**config.mk**
```make
export PLATFORM = sky130hd
export DESIGN_NAME = clk_ctl_guard
export DESIGN_NICKNAME = d
export VERILOG_FILES = /design/src/rtl/clk_guard_pkg.sv /design/src/rtl/clk_guard_ctl.sv /design/src/rtl/clk_guard_dp.sv /design/src/rtl/clk_guard_wake.sv /design/src/rtl/clk_guard_pll_sync.sv /design/src/rtl/clk_ctl_guard.sv
export SDC_FILE = /design/constraint.sdc
export NUM_CORES = 1
export LEC_CHECK = 0
export BUFFER_PORTS_ARGS = -buffer_cell sky130_fd_sc_hd__buf_2
export CORE_MARGIN = 5
export CORE_UTILIZATION = 44
export DETAILED_ROUTE_END_ITERATION = 10
export PLACE_DENSITY = 0.71
export SYNTH_ARGS = -nofsm -noshare
export SYNTH_HDL_FRONTEND = slang
export SYNTH_SLANG_ARGS = --single-unit
```
**constraint.sdc**
```tcl
create_clock -name clk -period 2.94 [get_ports clk]
set_input_delay 0.294 -clock clk [delete_from_list [all_inputs] [get_ports clk]]
set_output_delay 0.294 -clock clk [all_outputs]
set_load 0.1 [all_outputs]
```
**src/rtl/clk_guard_pkg.sv**
```systemverilog
package clk_guard_pkg;
  typedef enum logic [1:0] {
    WR_BYTE = 2'b00,
    WR_SET  = 2'b01,
    WR_CLR  = 2'b10,
    WR_INV  = 2'b11
  } wrMode_e;

  localparam int PLL_BIT  = 7;
  localparam int LONG_BIT = 5;
  localparam int EXT_BIT  = 4;

  typedef struct packed {
    logic regLoad;
    logic regHit;
  } ctlStrobe_t;
endpackage

```
**src/rtl/clk_guard_ctl.sv**
```systemverilog
module clk_guard_ctl
  import clk_guard_pkg::*;
#(
  parameter int ADDR_W = 32,
  parameter logic [ADDR_W-1:0] REG_ADDR = 32'hFFFF_F822,
  parameter logic [ADDR_W-1:0] CMD_ADDR = 32'hFFFF_F800
) (
  input  logic              clk,
  input  logic              rstN,
  input  logic [ADDR_W-1:0] busAddr,
  input  logic              busWr,
  input  logic              busRd,
  output ctlStrobe_t        strobe,
  output logic              protErr
);
  logic armedQ;
  logic errQ;
  logic cmdHit;
  logic regHit;

  assign cmdHit = (busAddr == CMD_ADDR);
  assign regHit = (busAddr == REG_ADDR);

  always_comb begin
    strobe.regHit  = regHit;
    strobe.regLoad = busWr && regHit && armedQ;
  end

  always_ff @(posedge clk) begin
    if (!rstN) begin
      armedQ <= 1'b0;
      errQ   <= 1'b0;
    end else begin
      errQ <= busWr && regHit && !armedQ;
      if (busWr && cmdHit)
        armedQ <= 1'b1;
      else if (busWr || busRd)
        armedQ <= 1'b0;
    end
  end

  assign protErr = errQ;

  // an error pulse is always caused by a store to the word
  assert_err_on_reject_R4: assert property (@(posedge clk) disable iff (!rstN)
    protErr |-> $past(busWr && regHit));

  // one unlock grants one store
  assert_single_use_R7: assert property (@(posedge clk) disable iff (!rstN)
    strobe.regLoad |=> !strobe.regLoad);
endmodule

```
**src/rtl/clk_guard_dp.sv**
```systemverilog
module clk_guard_dp
  import clk_guard_pkg::*;
#(
  parameter int DATA_W = 8,
  parameter logic [DATA_W-1:0] LIVE_MASK = 8'hB0
) (
  input  logic              clk,
  input  logic              rstN,
  input  ctlStrobe_t        strobe,
  input  logic [DATA_W-1:0] busWdata,
  input  logic [1:0]        busMode,
  output logic [DATA_W-1:0] rdData,
  output logic [DATA_W-1:0] ctlWord
);
  localparam int IDX_W = $clog2(DATA_W);

  logic [DATA_W-1:0] regQ;
  logic [DATA_W-1:0] bitSel;
  logic [DATA_W-1:0] nextVal;

  always_comb begin
    bitSel = '0;
    bitSel[busWdata[IDX_W-1:0]] = 1'b1;
    case (wrMode_e'(busMode))
      WR_BYTE: nextVal = busWdata;
      WR_SET:  nextVal = regQ | bitSel;
      WR_CLR:  nextVal = regQ & ~bitSel;
      default: nextVal = regQ ^ bitSel;
    endcase
    nextVal = nextVal & LIVE_MASK;
  end

  always_ff @(posedge clk) begin
    if (!rstN)
      regQ <= '0;
    else if (strobe.regLoad)
      regQ <= nextVal;
  end

  assign rdData  = strobe.regHit ? regQ : '0;
  assign ctlWord = regQ;

  // the word changes only on a granted store
  assert_change_needs_arm_R3: assert property (@(posedge clk) disable iff (!rstN)
    (regQ != $past(regQ)) |-> $past(strobe.regLoad));
endmodule

```
**src/rtl/clk_guard_wake.sv**
```systemverilog
module clk_guard_wake #(
  parameter int OSC_SHORT = 50000,
  parameter int OSC_LONG  = 100000,
  parameter int DIR_SHORT = 5000,
  parameter int DIR_LONG  = 10000
) (
  input  logic clk,
  input  logic rstN,
  input  logic wakeReq,
  input  logic wakeSrc,
  input  logic extClk,
  input  logic longWait,
  output logic clkReady
);
  localparam int MAX_A   = (OSC_SHORT > OSC_LONG) ? OSC_SHORT : OSC_LONG;
  localparam int MAX_B   = (DIR_SHORT > DIR_LONG) ? DIR_SHORT : DIR_LONG;
  localparam int MAX_LEN = (MAX_A > MAX_B) ? MAX_A : MAX_B;
  localparam int CNT_W   = $clog2(MAX_LEN + 1);

  logic [CNT_W-1:0] cntQ;
  logic             runQ;
  logic             readyQ;
  logic [CNT_W-1:0] lenSel;
  logic             skipWait;

  always_comb begin
    if (extClk)
      lenSel = longWait ? CNT_W'(DIR_LONG) : CNT_W'(DIR_SHORT);
    else
      lenSel = longWait ? CNT_W'(OSC_LONG) : CNT_W'(OSC_SHORT);
  end

  assign skipWait = !wakeSrc && extClk;

  always_ff @(posedge clk) begin
    if (!rstN) begin
      cntQ   <= '0;
      runQ   <= 1'b0;
      readyQ <= 1'b1;
    end else if (wakeReq && !skipWait) begin
      cntQ   <= lenSel - CNT_W'(1);
      runQ   <= 1'b1;
      readyQ <= 1'b0;
    end else if (wakeReq && runQ) begin
      runQ   <= 1'b0;
      readyQ <= 1'b1;
    end else if (runQ) begin
      if (cntQ == '0) begin
        runQ   <= 1'b0;
        readyQ <= 1'b1;
      end else begin
        cntQ <= cntQ - CNT_W'(1);
      end
    end
  end

  assign clkReady = readyQ;

  // ready only drops because of a wake event
  assert_drop_on_wake_R8: assert property (@(posedge clk) disable iff (!rstN)
    $fell(clkReady) |-> $past(wakeReq));

  // ready only returns at the end of a running wait
  assert_rise_after_run_R9: assert property (@(posedge clk) disable iff (!rstN)
    $rose(clkReady) |-> $past(runQ));
endmodule

```
**src/rtl/clk_guard_pll_sync.sv**
```systemverilog
module clk_guard_pll_sync #(
  parameter int SYNC_STAGES = 2
) (
  input  logic clk,
  input  logic rstN,
  input  logic pllOn,
  input  logic pllLock,
  input  logic clkReady,
  output logic sysClkSel
);
  logic [SYNC_STAGES-1:0] syncQ;
  logic                   selQ;

  always_ff @(posedge clk) begin
    if (!rstN) begin
      syncQ <= '0;
      selQ  <= 1'b0;
    end else begin
      syncQ <= {syncQ[SYNC_STAGES-2:0], pllLock};
      selQ  <= pllOn && syncQ[SYNC_STAGES-1] && clkReady;
    end
  end

  assign sysClkSel = selQ;

  // the switch to the PLL needs lock seen three edges earlier and the PLL requested
  assert_sel_after_lock_R12: assert property (@(posedge clk) disable iff (!rstN)
    $rose(sysClkSel) |-> ($past(pllLock, 3) && $past(pllOn)));
endmodule

```
**src/rtl/clk_ctl_guard.sv**
```systemverilog
module clk_ctl_guard
  import clk_guard_pkg::*;
#(
  parameter int ADDR_W = 32,
  parameter logic [ADDR_W-1:0] REG_ADDR = 32'hFFFF_F822,
  parameter logic [ADDR_W-1:0] CMD_ADDR = 32'hFFFF_F800,
  parameter int OSC_SHORT = 50000,
  parameter int OSC_LONG  = 100000,
  parameter int DIR_SHORT = 5000,
  parameter int DIR_LONG  = 10000
) (
  input  logic              clk,
  input  logic              rstN,
  input  logic [ADDR_W-1:0] busAddr,
  input  logic [7:0]        busWdata,
  input  logic [1:0]        busMode,
  input  logic              busWr,
  input  logic              busRd,
  output logic [7:0]        rdData,
  output logic              protErr,
  input  logic              wakeReq,
  input  logic              wakeSrc,
  output logic              clkReady,
  input  logic              pllLock,
  output logic              pllEnable,
  output logic              sysClkSel
);
  ctlStrobe_t strobe;
  logic [7:0] ctlWord;

  clk_guard_ctl #(.ADDR_W(ADDR_W), .REG_ADDR(REG_ADDR), .CMD_ADDR(CMD_ADDR)) ctl_i (
    .clk(clk), .rstN(rstN), .busAddr(busAddr), .busWr(busWr), .busRd(busRd),
    .strobe(strobe), .protErr(protErr)
  );

  clk_guard_dp #(.DATA_W(8), .LIVE_MASK(8'hB0)) dp_i (
    .clk(clk), .rstN(rstN), .strobe(strobe), .busWdata(busWdata), .busMode(busMode),
    .rdData(rdData), .ctlWord(ctlWord)
  );

  clk_guard_wake #(.OSC_SHORT(OSC_SHORT), .OSC_LONG(OSC_LONG),
                   .DIR_SHORT(DIR_SHORT), .DIR_LONG(DIR_LONG)) wake_i (
    .clk(clk), .rstN(rstN), .wakeReq(wakeReq), .wakeSrc(wakeSrc),
    .extClk(ctlWord[EXT_BIT]), .longWait(ctlWord[LONG_BIT]), .clkReady(clkReady)
  );

  clk_guard_pll_sync #(.SYNC_STAGES(2)) pll_i (
    .clk(clk), .rstN(rstN), .pllOn(ctlWord[PLL_BIT]), .pllLock(pllLock),
    .clkReady(clkReady), .sysClkSel(sysClkSel)
  );

  assign pllEnable = ctlWord[PLL_BIT];
endmodule

```
==> summary by stage <==
Min path
The worst hold path was traced through 2 stages. The worst hold path belongs to the class input pin to register. For hold timing, the worst endpoint is pll_i.syncQ[0]$_SDFF_PN0_. The critical hold path startpoint is pllLock.

STA
The achievable clock frequency is 436 MHz. The final hold violation count came to 0. Of the available clock period, the critical path in the final layout requires 78.1%.

The total count of max-transition violations in the final report is 0. Setup violations remaining at the end of the flow were counted as 0. For the final routed database, the setup TNS stands at 0 ns. The actual transition at the worst max-transition pin is 0.657 ns. Subtracting the final worst setup slack from the clock period gives 2.30 ns. Clock skew on the completed layout was measured at 0.00328 ns. Setup repair after global routing left no endpoint under its margin. Headroom to the max-slew limit came out at 56.2%.

Layout
The area growth from synthesis to layout is 17.6%. After routing the design area is 2240 um^2. The fraction of final layout cells sized beyond drive strength 1 is 26.2%. The number of fillers in the final layout is 432.

The library cells used most frequently in the layout, excluding fill and tap cells, are buf_2 (53), dfxtp_1 (27), nand2_1 (21). The library cell used most frequently in the layout, excluding fill and tap cells, is buf_2. The diode insertion count for antenna repair is 0.

The final instance count without filler cells is 331. After the last flow step, the layout net total stands at 341.

Route
The total wire length is 4.71 mm. The number of antenna-violating nets in the routed design is 0. Detailed routing inserted a total of 1,871 vias.

In the final routed layout, each cell accounts on average for 14.2 um. The DRC violation count after routing is 0. The detailed-router iteration count before antenna repair is 4. The number of violations reported at the end of detailed-routing iteration 0 is 104. Dividing the detail-routed via count by the number of cells gives 5.65.

Synthesis
In this run, synthesis produced a sequential element count of 27. The average cell area after synthesis is 8.30 um^2. During synthesis, Yosys emitted a total of 0 warnings. The number of distinct library cell variants in the gate-level netlist after synthesis is 54.

In the synthesized netlist, mux cells make up 5.11% of the area. The number of enable flip-flop cells after synthesis is 0. The most used flip-flop cell after synthesis is dfxtp_1. The synthesized netlist devotes 7.87% of its cell area to adder and majority cells.

The complex-gate fraction of the synthesized area is 17.7%. In the synthesized netlist, the number of instances is 230. Summing every instance area after synthesis gives 1910 um^2. The synthesized-area fraction occupied by xor and xnor cells is 5.05%. The dominant combinational cell family by area after synthesis is simple AND/OR/NAND/NOR gates.

The simple-gate share of the synthesized area is 29.9%. For this run, asynchronously set or reset flops after synthesis account for 0%. Of the synthesized area, sequential elements account for 28.3%.

Floorplan
Row generation in the floorplan step produced 24 rows. The starting density of the core is 44.4%. The floorplan die area is 5750 um^2. The placeable core region is 4290 um^2. The overall die height is 75.9 um. The floorplan die width is 75.9 um. For this design the top-level I/O count stands at 61.

Clock network
After clock tree synthesis, the flow added hold-fix buffers numbering 0. The clock-pin slew reported for the worst setup and hold paths after clock tree synthesis is 0.09 ns. The total of cells resized after clock tree synthesis is 0. In this run the number of H-tree levels came out at 1. The number of buffers on the longest clock path is 2.

TritonCTS built the clock tree. The cell at the root of the clock tree is clkbuf_8. The TritonCTS buffer count is 3.

The clock insertion delay at the later pin of the skew report is 0.27 ns. The clock drives 27 sinks. The count of buffers added by post-CTS timing repair for setup is 0.

Global routing
The total global routing overflow is 0. met2 is the most crowded layer. The global-route usage over all layers is 17.3%. The number of global-route vias before repair is 1,714. The number of antenna violations at the first check in global routing came to 0. The first-pass GRT wire length is 7.84 mm.

The global-route met3 utilization is 3.30%. The routing usage on met2 is 30.3%. The maximum number of pins on one net before global-route repair is 26. The met1 track utilization from global routing is 22.1%.

Outcome
The flow ran to the end, and the final reports show no timing, DRC or antenna violations.

Power
The worst ir drop on vdd is 0.173 mV. In this run the power density over the cells is 364 nW/um^2. Summed over all cells, the static leakage comes to 0.959 nW.

Worst setup path
Across all register-to-register paths, the minimum setup slack is 0.64 ns. The endpoint of the worst register-to-register path is wake_i.cntQ[16]$_SDFFE_PN0P_. For the worst setup path, the data required time is 3.14 ns. The critical path is of the register to register type. Data arrives at the worst endpoint at 2.50 ns. The worst setup path is launched from a register. For the worst flop-to-flop path, the logic depth is 9.

STA classifies the critical path endpoint as a register. The worst register-to-register path begins at dp_i.ctlWord[4]$_SDFFE_PN0P_. The maximum fanout along the worst path is 6.

Placed design
The count of buffers added on input and output ports is 53. The routability-driven placement congestion ratio is 0.874. The detailed-placement wirelength estimate is 3.66 mm. The cell count after placement is 327.

After detailed placement, the total cell area comes to 2200 um^2.

Run
Max-cap violations in this run came to 0.
-- flip-flops by register name (all words and copies together) (netlist names) --
signal,count
wake_i.clkReady,1
wake_i.runQ,1
pll_i.syncQ,2
dp_i.ctlWord,3
ctl_i.armedQ,1
wake_i.cntQ,17
ctl_i.protErr,1
pll_i.sysClkSel,1
-- cells by family after synthesis --
logic type,after synthesis
multiplexers,6
AND/OR/NAND/NOR,101
flip-flops,27
adder cells (fa/ha/maj),12
XOR/XNOR,11
AO/OA/AOI/OAI,48
buffers and inverters,24
other,1
-- cell type report --
class                           count  area (um^2)  area share [%]
Clock inverter                      1         5.00           0.223
Multi-Input combinational cell    183         1270            56.6
Clock buffer                        3         41.3            1.84
Tap cell                           52         65.1            2.90
Inverter                            9         33.8            1.51
Timing Repair Buffer               56          288            12.8
Sequential cell                    27          541            24.1
-- where the power goes --
group | internal, mW | switching (mW)
Combinational | 0.0720 | 0.129
Sequential | 0.383 | 0.0183
Clock | 0.0951 | 0.120
Total | 0.551 | 0.267
-- routing by layer --
layer | wire length, um | share of wire (%)
met1 | 2070 | 44
met2 | 2390 | 51
met3 | 229 | 4.9
met4 | 25 | 0.53
met5 | 0 | 0
-- worst max-delay path by stage --
stage / from / slack (ns) / endpoint / cells after the start
floorplan: wakeReq / 0.57 / wake_i.cntQ[16]$_SDFFE_PN0P_ / 10
finish: dp_i.ctlWord[4]$_SDFFE_PN0P_ / 0.64 / wake_i.cntQ[16]$_SDFFE_PN0P_ / 9
detailed placement: wakeSrc / 0.57 / wake_i.cntQ[16]$_SDFFE_PN0P_ / 10
CTS: dp_i.ctlWord[4]$_SDFFE_PN0P_ / 0.65 / wake_i.cntQ[16]$_SDFFE_PN0P_ / 9
global route: dp_i.ctlWord[4]$_SDFFE_PN0P_ / 0.41 / wake_i.cntQ[16]$_SDFFE_PN0P_ / 9
global placement: wakeSrc / 0.59 / wake_i.cntQ[16]$_SDFFE_PN0P_ / 10
-- synthesized netlist by cell type (2+ instances only) --
cell type	number	area, um^2
dfxtp_1	27	541
nand2_1	21	78.8
a21oi_1	15	75.1
nor2_1	15	56.3
ha_1	12	150
nand3_1	12	60.1
o21ai_0	9	45.0
xor2_1	9	78.8
clkbuf_1	8	30.0
inv_1	8	30.0
nand4_1	8	50.1
and2_1	7	43.8
nor4_1	7	43.8
buf_4	5	37.5
nor3_1	5	25.0
nor2b_1	4	25.0
o2111ai_1	4	35.0
mux2i_1	3	30.0
mux4_2	3	67.6
nand2b_1	3	18.8
o211ai_1	3	22.5
or3_1	3	18.8
a31o_2	2	17.5
and4_1	2	17.5
and4b_1	2	20.0
buf_2	2	10.0
o22ai_1	2	12.5
or4_1	2	15.0
xnor2_1	2	17.5
-- metrics by stage --
step	setup WS [ns]	utilization (%)	hold WS, ns	total power, mW
2_1_floorplan	0.574	-	0.412	0.555
3_3_place_gp	0.586	51.2	0.428	0.606
3_5_place_dp	0.568	51.2	0.428	0.608
4_1_cts	0.653	52.3	0.211	0.826
5_1_grt	0.413	52.3	0.222	0.863
6_report	0.644	52.3	0.217	0.817
-- worst max-delay path: stages, from the launching register on --
cell and delay (ns):
dfxtp_1 0.33, nand2b_1 0.25, nand2_1 0.16, nand2_1 0.10, ha_1 0.25, nand2b_1 0.13, a2111oi_4 0.38, o2111ai_1 0.22
xor2_1 0.19, a211oi_2 0.21
Note: power is estimated with default switching activity, not from simulation.
